## src/rtl/pd_pkg.sv

```systemverilog
package pd_pkg;

    localparam int PD_TICK_W = 8;
    localparam int PD_CYC_W  = 14;

    typedef enum logic [1:0] {
        PD_PFD       = 2'd0,
        PD_NEAREST   = 2'd1,
        PD_EARLYLATE = 2'd2,
        PD_MULTI     = 2'd3
    } pd_mode_e;

    // Pairing view of the current cycle, handed from the edge tracker on.
    typedef struct packed {
        logic fire;      // accepted reference edge
        logic none;      // no feedback edge in this reference interval
        logic multi;     // two or more feedback edges in this interval
        logic fb_extra;  // feedback edge that follows another feedback edge
    } pd_pair_t;

    function automatic logic [1:0] pd_sat_inc2(input logic [1:0] v);
        return (v == 2'd3) ? v : v + 2'd1;
    endfunction

endpackage

```

## src/rtl/pd_edge_track.sv

```systemverilog
module pd_edge_track
    import pd_pkg::*;
#(
    parameter int TICK_W = PD_TICK_W
) (
    input  logic              clk,
    input  logic              rst,
    input  logic              ref_edge,
    input  logic              fb_edge,
    input  logic              mode_chg,
    output logic [TICK_W-1:0] lag_eff,
    output pd_pair_t          pair
);

    localparam logic [TICK_W-1:0] LAG_TOP = '1;

    logic [TICK_W-1:0] lag_q;
    logic [1:0]        fbc_q;
    logic [1:0]        fbc_eff;
    logic              fb_ok;
    logic              ref_ok;
    logic [TICK_W-1:0] lag_inc;

    assign fb_ok   = fb_edge && !mode_chg;
    assign ref_ok  = ref_edge && !mode_chg;
    assign lag_inc = (lag_q == LAG_TOP) ? lag_q : lag_q + 1'b1;
    assign lag_eff = fb_ok ? '0 : lag_q;
    assign fbc_eff = fb_ok ? pd_sat_inc2(fbc_q) : fbc_q;

    always_comb begin
        pair.fire     = ref_ok;
        pair.none     = (fbc_eff == 2'd0);
        pair.multi    = (fbc_eff >= 2'd2);
        pair.fb_extra = fb_ok && (fbc_q != 2'd0);
    end

    always_ff @(posedge clk) begin
        if (rst) begin
            lag_q <= LAG_TOP;
            fbc_q <= 2'd0;
        end else if (mode_chg) begin
            lag_q <= lag_inc;
            fbc_q <= 2'd0;
        end else begin
            lag_q <= fb_edge ? TICK_W'(1) : lag_inc;
            fbc_q <= ref_edge ? 2'd0 : fbc_eff;
        end
    end

endmodule

```

## src/rtl/pd_slip_count.sv

```systemverilog
module pd_slip_count #(
    parameter int CYC_W = pd_pkg::PD_CYC_W
) (
    input  logic                    clk,
    input  logic                    rst,
    input  logic                    clear,
    input  logic                    inc,
    input  logic                    dec,
    output logic signed [CYC_W-1:0] cnt_next,
    output logic signed [CYC_W-1:0] cnt_q
);

    localparam logic signed [CYC_W-1:0] LIM = CYC_W'((1 << (CYC_W - 1)) - 1);
    localparam logic signed [CYC_W-1:0] ONE = CYC_W'(1);

    always_comb begin
        if (clear)                    cnt_next = '0;
        else if (inc && cnt_q != LIM)  cnt_next = cnt_q + ONE;
        else if (dec && cnt_q != -LIM) cnt_next = cnt_q - ONE;
        else                           cnt_next = cnt_q;
    end

    always_ff @(posedge clk) begin
        if (rst) cnt_q <= '0;
        else     cnt_q <= cnt_next;
    end

endmodule

```

## src/rtl/pd_error_form.sv

```systemverilog
module pd_error_form
    import pd_pkg::*;
#(
    parameter int TICK_W = PD_TICK_W,
    parameter int CYC_W  = PD_CYC_W
) (
    input  logic                           clk,
    input  logic                           rst,
    input  pd_mode_e                       mode,
    input  logic [TICK_W-1:0]              lag_eff,
    input  logic [TICK_W-1:0]              period,
    input  pd_pair_t                       pair,
    input  logic signed [CYC_W-1:0]        cnt_next,
    output logic signed [CYC_W+TICK_W-1:0] err,
    output logic                           err_valid
);

    localparam int ERR_W = CYC_W + TICK_W;
    localparam logic signed [ERR_W-1:0] MAXV = {1'b0, {(ERR_W-1){1'b1}}};
    localparam logic signed [ERR_W-1:0] P1   = ERR_W'(1);
    localparam logic signed [ERR_W-1:0] M1   = '1;

    logic [TICK_W-1:0]       dc;
    logic [TICK_W-1:0]       half;
    logic signed [ERR_W-1:0] dc_s;
    logic signed [ERR_W-1:0] per_s;
    logic signed [ERR_W-1:0] nxt;

    assign dc    = (lag_eff >= period) ? period - 1'b1 : lag_eff;
    assign half  = period >> 1;
    assign dc_s  = signed'(ERR_W'(dc));
    assign per_s = signed'(ERR_W'(period));

    always_comb begin
        unique case (mode)
            PD_PFD: begin
                if (pair.none)       nxt = MAXV;
                else if (pair.multi) nxt = -MAXV;
                else                 nxt = dc_s;
            end
            PD_NEAREST:   nxt = (dc <= half) ? dc_s : dc_s - per_s;
            PD_EARLYLATE: nxt = (dc == '0) ? '0 : ((dc <= half) ? P1 : M1);
            default:      nxt = signed'({cnt_next, dc});
        endcase
    end

    always_ff @(posedge clk) begin
        if (rst) begin
            err       <= '0;
            err_valid <= 1'b0;
        end else begin
            err_valid <= pair.fire;
            if (pair.fire) err <= nxt;
        end
    end

endmodule

```

## src/rtl/pd_multimode.sv

```systemverilog
module pd_multimode
    import pd_pkg::*;
#(
    parameter int TICK_W = PD_TICK_W,
    parameter int CYC_W  = PD_CYC_W
) (
    input  logic                           clk,
    input  logic                           rst,
    input  logic                           ref_edge,
    input  logic                           fb_edge,
    input  logic [TICK_W-1:0]              period,
    input  logic [1:0]                     mode,
    output logic signed [CYC_W+TICK_W-1:0] err,
    output logic                           err_valid
);

    pd_mode_e                mode_q;
    logic                    mode_chg;
    logic [TICK_W-1:0]       lag_eff;
    pd_pair_t                pair;
    logic                    slip_on;
    logic signed [CYC_W-1:0] cnt_next;
    logic signed [CYC_W-1:0] cnt_q;

    assign mode_chg = (pd_mode_e'(mode) != mode_q);
    assign slip_on  = (mode_q == PD_MULTI);

    always_ff @(posedge clk) begin
        if (rst) mode_q <= PD_PFD;
        else     mode_q <= pd_mode_e'(mode);
    end

    pd_edge_track #(.TICK_W(TICK_W)) trk_i (
        .clk      (clk),
        .rst      (rst),
        .ref_edge (ref_edge),
        .fb_edge  (fb_edge),
        .mode_chg (mode_chg),
        .lag_eff  (lag_eff),
        .pair     (pair)
    );

    pd_slip_count #(.CYC_W(CYC_W)) slip_i (
        .clk      (clk),
        .rst      (rst),
        .clear    (mode_chg),
        .inc      (slip_on && pair.fire && pair.none),
        .dec      (slip_on && pair.fb_extra),
        .cnt_next (cnt_next),
        .cnt_q    (cnt_q)
    );

    pd_error_form #(.TICK_W(TICK_W), .CYC_W(CYC_W)) form_i (
        .clk       (clk),
        .rst       (rst),
        .mode      (mode_q),
        .lag_eff   (lag_eff),
        .period    (period),
        .pair      (pair),
        .cnt_next  (cnt_next),
        .err       (err),
        .err_valid (err_valid)
    );

endmodule

```

## config.mk

```make
export PLATFORM = sky130hd
export DESIGN_NAME = pd_multimode
export DESIGN_NICKNAME = d
export VERILOG_FILES = /design/src/rtl/pd_pkg.sv /design/src/rtl/pd_edge_track.sv /design/src/rtl/pd_slip_count.sv /design/src/rtl/pd_error_form.sv /design/src/rtl/pd_multimode.sv
export SDC_FILE = /design/constraint.sdc
export NUM_CORES = 1
export LEC_CHECK = 0
export ABC_AREA = 1
export CAP_MARGIN = 0
export CORE_ASPECT_RATIO = 1.25
export CORE_MARGIN = 4
export CORE_UTILIZATION = 50
export DETAILED_ROUTE_END_ITERATION = 10
export PLACE_DENSITY = 0.75
export SLEW_MARGIN = 20
export SYNTH_ARGS = -nofsm -noshare
export SYNTH_HDL_FRONTEND = slang
export SYNTH_SLANG_ARGS = --single-unit
```

## constraint.sdc

```tcl
create_clock -name clk -period 3.45 [get_ports clk]
set_input_delay 0.345 -clock clk [delete_from_list [all_inputs] [get_ports clk]]
set_output_delay 0.345 -clock clk [all_outputs]
set_load 0.1 [all_outputs]
```

Word-level counts from Yosys, hierarchy flattened
Cells that the tools add are included.
- bits of input ports: 14
- register bits: 49
- output and inout bits: 23
- logic and storage cells: 53
- add/subtract/negate cells: 6
- eq/ne operators: 8
- reduce and logical (&&, ||, !) cells: 14
- magnitude comparators: 3
- multiplexer cells: 16
- operators with widths (cell ; count):
    two-way mux 22 bit ; 5
    one-hot mux 22 bit (3 select lines) ; 1
    two-way mux 14 bit ; 3
    two-way mux 8 bit ; 5
    inequality test 14 bit (second input constant) ; 2
    adder 14 x 2 -> 14 bit (second input constant) ; 1
    subtractor 14 x 2 -> 14 bit (second input constant) ; 1
    subtractor 8 x 8 -> 9 bit ; 1
    adder 8 x 1 -> 8 bit (second input constant) ; 1
    == test 8 bit (second input constant) ; 1
    >= comparator 8 bit ; 1
    less-or-equal comparator 8 x 7 -> 1 bit ; 1
    logical AND 1 bit ; 8
    zero test 8 bit ; 1
    subtractor 8 x 1 -> 8 bit (second input constant) ; 1
    == test 2 bit (second input constant) ; 3
    zero test 2 bit ; 2
    two-way mux 2 bit ; 2
    OR reduction 3 bit ; 1
    adder 2 x 1 -> 2 bit (second input constant) ; 1
    == test 2 x 1 -> 1 bit (second input constant) ; 1
    >= comparator 2 bit (second input constant) ; 1
    inequality test 2 bit ; 1
    nonzero test 2 bit ; 1
    zero test 1 bit ; 1

Longest topological paths before layout
- depth after elaboration: 10
- depth in mapped cells: 31
- depth with buffers taken out: 30

Cells and area by module
A second synthesis with hierarchy kept.
- cell total of the unflattened synthesis: 775
- area, all modules: 4739.5 um^2
- modules (own cells, without submodules) (module ; area each (um^2) ; cells an instance ; seq. area each (um^2) ; times used):
    pd_error_form ; 2484.9 ; 398 ; 460.4 ; 1
    pd_slip_count ; 1549.0 ; 265 ; 280.3 ; 1
    pd_edge_track ; 604.3 ; 95 ; 200.2 ; 1
    pd_multimode ; 101.3 ; 17 ; 40.0 ; 1

Worst setup path before layout
OpenSTA, ideal clock, no wires.
- path kind: reg2reg
- from: reg mode_q[0]
- to: reg form_i.err[11]
- data required time: 3.331 ns
- arrival time: 3.528 ns
- period minus slack after synthesis: 3.647 ns
- setup time: 0.119 ns
- path buffers: 3
- slack: -0.197 ns
- cell stages (with the launch flop): 31
- path through: dfxtp_1 -> xnor2_2 -> nand3_4 -> buf_6 -> nand2_4 -> inv_1 -> ha_1 -> a21oi_1 -> nor2_1 -> nor2_4 -> nand3_2 -> nand2_1 -> nand2_1 -> inv_1 -> ha_1 -> inv_1 -> o21bai_1 -> nand2_1 -> nand2_1 -> nand2_1 -> nand2_1 -> nand2_1 -> nand2_1 -> nand2_1 -> nand2_2 -> buf_4 -> nand3_2 -> nand3_2 -> nand2_2 -> buf_8 -> nand3_2
- cells in the longest elaborated chain, start to end: 10
- elaborated cells between the ends (all ways): 30
- classes of those cells: add/sub (1); order compare (2); eq/ne (4); mux (11); reduce/logical (12)
- ends and longest elaborated chain (element ; line ; RTL):
    from (decl) ; pd_multimode.sv:17 ; pd_mode_e mode_q;
    from (signal assigned) ; pd_multimode.sv:30 ; else mode_q <= pd_mode_e'(mode);
    inequality test 2 bit ; pd_multimode.sv:25 ; assign mode_chg = (pd_mode_e'(mode) != mode_q);
    zero test 1 bit ; pd_edge_track.sv:24, pd_edge_track.sv:25 ;
    logical AND 1 bit ; pd_edge_track.sv:24 ; assign fb_ok = fb_edge && !mode_chg;
    two-way mux 8 bit (tied with other cells) ; pd_edge_track.sv:27 ; assign lag_eff = fb_ok ? '0 : lag_q;
    >= comparator 8 bit (tied with other cells) ; pd_error_form.sv:29 ; assign dc = (lag_eff >= period) ? period - 1'b1 : lag_eff;
    two-way mux 8 bit (tied with other cells) ; pd_error_form.sv:29 ;
    less-or-equal comparator 8 x 7 -> 1 bit (tied with other cells) ; pd_error_form.sv:41, pd_error_form.sv:42 ;
    two-way mux 22 bit or two-way mux 14 bit (tied branches) ; pd_error_form.sv:42, pd_slip_count.sv:18 ;
    two-way mux 22 bit or two-way mux 14 bit (tied branches) ; pd_error_form.sv:42, pd_slip_count.sv:17 ;
    one-hot mux 22 bit (3 select lines) ; pd_error_form.sv:35 ; unique case (mode)
    to (signal assigned) ; pd_error_form.sv:53 ; if (pair.fire) err <= nxt;
    to (decl) ; pd_error_form.sv:14 ; output logic signed [CYC_W+TICK_W-1:0] err,
Several ways; a longest one is shown, not always the timed one.
A chain may end at the register's enable or synchronous reset.

Final worst setup path
- from: in mode[0]
- to: reg form_i.err[4]
- cells in the longest elaborated chain, start to end: 10
- elaborated cells between the ends (all ways): 19
- classes of those cells: add/sub (1); order compare (3); eq/ne (1); mux (9); reduce/logical (5)
- ends and longest elaborated chain (element ; line ; RTL):
    from (decl) ; pd_multimode.sv:12 ; input logic [1:0] mode,
    inequality test 2 bit * ; pd_multimode.sv:25 ;
    zero test 1 bit * ; pd_edge_track.sv:24, pd_edge_track.sv:25 ;
    logical AND 1 bit ; pd_edge_track.sv:24 ;
    two-way mux 8 bit ; pd_edge_track.sv:27 ;
    >= comparator 8 bit ; pd_error_form.sv:29 ;
    two-way mux 8 bit ; pd_error_form.sv:29 ;
    less-or-equal comparator 8 x 7 -> 1 bit ; pd_error_form.sv:41, pd_error_form.sv:42 ;
    two-way mux 22 bit (2 in series) ; pd_error_form.sv:42 ; PD_EARLYLATE: nxt = (dc == '0) ? '0 : ((dc <= half) ? P1 : M1);
    one-hot mux 22 bit (3 select lines) ; pd_error_form.sv:35 ;
Every way passes the cells marked *; elsewhere a longest branch is shown, timed or not.

==> impl_metrics.yaml <==
timing:
  rsz0062_at_grt: "yes"
  slew_viol_final: 0
  skew_ns: 0.00676
  post-route-period-util_pct: 105
  slew_headroom_pct: 33.8
  worst_pin_slew_ns: 0.990
  period_minus_slack_ns: 3.61
  hold_viol: 0
  finalSetupViolations: 22
  max_freq_ghz: 0.277
  fin_ws_ns: -0.162
  whs_ns: 0.462
global_routing:
  grt-ovfl-total: 0
  antenna_found_initial: 0
  grt_max_degree: 24
  grt_usage_pct: 25.0
  grt_pass1_wl_um: 19500
  grt_pass1_vias: 4297
floorplan:
  start_util_pct: 52.2
  dieArea_um2: 9800
  die_height_um: 110
  core_um2: 7930
  ios: 37
  fp-row-count: 36
  die_w_um: 89.3
synth:
  synth_edf_count: 0
  synthCells: 638
  synth_top_family_by_area: "simple AND/OR/NAND/NOR gates"
  synth_top_area_share_pct: 23.7
  syn_area_um2: 4140
  synthMuxAreaShare_pct: 0
  synth.yosys.seq_area_share_pct: 23.7
  synth.yosys.warnings: 0
  async_flop_share_pct: 0
  ys_top_cells_by_area: "dfxtp_1 24%, nand2_1 15%, nand3_1 8.7%, ha_1 8.5%, inv_1 6.7%"
  ys_types: 43
  synthTopCellsByCount: "161 x nand2_1, 74 x inv_1, 72 x nand3_1"
  synth_xor_area_share_pct: 6.93
  synth.largest_area_cell: "dfxtp_1"
  synth_most_common_cell: "nand2_1"
  syn_avg_cell_area_um2: 6.48
  synth_adder_area_share_pct: 8.96
  synth-compound-area-share_pct: 11.5
  syn_nets: 681
  synthSimpleGateAreaFrac_pct: 38.8
  synth-seq-cells: 49
  synth-main-ff-cell: "dfxtp_1"
finish:
  finalNonFillerCells: 833
  layout-drive-gt1-share_pct: 26.2
  syn2layout_area_growth_pct: 36.2
  antenna_cells: 0
  layout.nets: 780
hold_path:
  hp-start: "mode[1]"
  holdPathEnd: "mode_q[1]"
  min_path_cells: 3
  hp-class: "in2reg"
worst_setup_path:
  r2r_slack_ns: -0.15
  reg2reg_depth: 24
  endpoint_kind: "flip-flop"
  cp_max_fo: 7
  reg2reg_to: "form_i.err[4]"
  worstSetupStartpointType: "input port"
  required_ns: 3.64
  criticalPathCategory: "in2reg"
  r2r_start: "mode_q[1]"
  worstPathArrival_ns: 3.80
pwr:
  p_total_w: 0.00343
  power_density_nw_per_um2: 610
  ir_worst_vdd_uv: 460
  leakage_nw: 2.67
detailed_routing:
  routed_wirelength_um: 12200
  drt_pass1_iterations: 5
  via_count: 4563
  viasPerCell: 5.48
  remaining_drc_errors: 0
  avgRoutedWirePerCell_um: 14.7
  drt_iter0_markers: 294
  final_antenna_net_count: 0
run:
  cap_violations: 0
clock_tree:
  cts.sinks: 49
  cts_root_buffer: "clkbuf_8"
  clk_pin_slew_ns: 0.10
  cts_buffers: 5
  cts_tree: "yes"
  postCtsHoldBufs: 0
  clk_latency_ns: 0.30
  clock_path_buffers: 2
  h-tree-depth: 2
run_status:
  violations: "negative setup slack"
  status: "finished with violations"
placement:
  place_ws_ns: -0.722
  portBuffers: 36
  gp_congestion: 0.973
  dp_hpwl_um: 9270
  dp_cells: 811
## layout make-up
| cell class | instances | area, µm² |
|---|---|---|
| Clock buffer | 5 | 68.8 |
| Clock inverter | 3 | 26.3 |
| Fill cell | 631 | 2300 |
| Inverter | 78 | 300 |
| Multi-Input combinational cell | 492 | 3200 |
| Sequential cell | 49 | 986 |
| Tap cell | 95 | 119 |
| Timing Repair Buffer | 111 | 927 |
## cell usage in the layout, fill, tap and decap left out, types with 8 or more instances in the layout
| master | synthesis | final |
|---|---|---|
| xnor2_1 | 12 | 11 |
| nand2_2 | 7 | 22 |
| o21ai_0 | 31 | 31 |
| nand4_1 | 13 | 13 |
| dfxtp_1 | 49 | 47 |
| nand2_4 | 2 | 12 |
| ha_1 | 28 | 17 |
| a21oi_1 | 25 | 22 |
| nand3_1 | 72 | 59 |
| nand3_4 | 1 | 8 |
| clkdlybuf4s50_1 | 0 | 33 |
| buf_4 | 2 | 73 |
| ha_4 | 0 | 11 |
| nor3_1 | 12 | 12 |
| inv_1 | 74 | 63 |
| xor2_1 | 17 | 17 |
| nand2_1 | 161 | 137 |
| inv_2 | 3 | 12 |
| nand3_2 | 13 | 20 |
| nor2_1 | 60 | 57 |
| o21bai_1 | 8 | 8 |
## kinds of logic after synthesis
group | after synthesis
flops | 49
buf+inv | 100
simple gates | 348
xor+xnor | 31
fa+ha+maj | 29
compound gates | 81
## sequential cells by signal, summed over array words and instances, names as in the netlist
name,flops
form_i.err,22
slip_i.cnt_q,14
trk_i.lag_q,8
mode_q,2
trk_i.fbc_q,2
form_i.err_valid,1
## power by group
part / leakage [nW] / internal (W) / switching (W)
Clock: 0.0423 / 0.000148 / 0.000210
Sequential: 0.400 / 0.000629 / 0.0000645
Combinational: 2.22 / 0.00107 / 0.00131
## worst max-delay path by stage
stage | start | to
2_1_floorplan | mode[0] | form_i.err[11]
3_3_place_gp | mode[0] | form_i.err[10]
3_5_place_dp | mode[0] | form_i.err[10]
4_1_cts | mode_q[1] | form_i.err[4]
5_1_grt | mode_q[1] | form_i.err[4]
6_report | mode[0] | form_i.err[4]
## through the flow
step	setup TNS (ns)	area (µm²)	util, %
floorplan	0	4240	-
global placement	-13.18	5070	63.9
detailed placement	-14.59	5070	63.9
CTS	-0.0158	5310	67.0
global route	-6.07	5630	71.0
finish	-1.34	5630	71.0
## repair_timing
action	CTS	global route
resized for setup	25	54
pin swaps	19	42
setup buffers	3	8
cloned	3	0
setup endpoints to repair	22	22
## critical path, cell delays in order
cell and delay [ns]:
dlygate4sd2_1 0.30, xnor2_4 0.26, nand3_4 0.18, nand2_2 0.13, inv_2 0.05, ha_4 0.27, nand2_4 0.05, nor2_4 0.15
nand4_1 0.16, nand3_4 0.18, nand2_2 0.09, nand2_4 0.09, inv_4 0.05, ha_4 0.26, nand2_2 0.05, buf_4 0.13
nor2_2 0.08, nand4_1 0.14, nand2_4 0.15, buf_6 0.16, nand3_4 0.06, nand3_2 0.07, nand3_2 0.07, o21bai_1 0.23
a21oi_1 0.09
## per-layer routing
layer / share of wire (%) / wire length [µm] / up-vias / GRT usage, %
met5: 0 / 0 / - / 0
met4: 2.7 / 325 / 0 / 9.68
met3: 3.5 / 423 / 26 / 2.10
met2: 56 / 6830 / 141 / 48.2
met1: 38 / 4650 / 2110 / 27.5
li1: - / - / 2286 / -
Power figures use the tool's default switching activity.
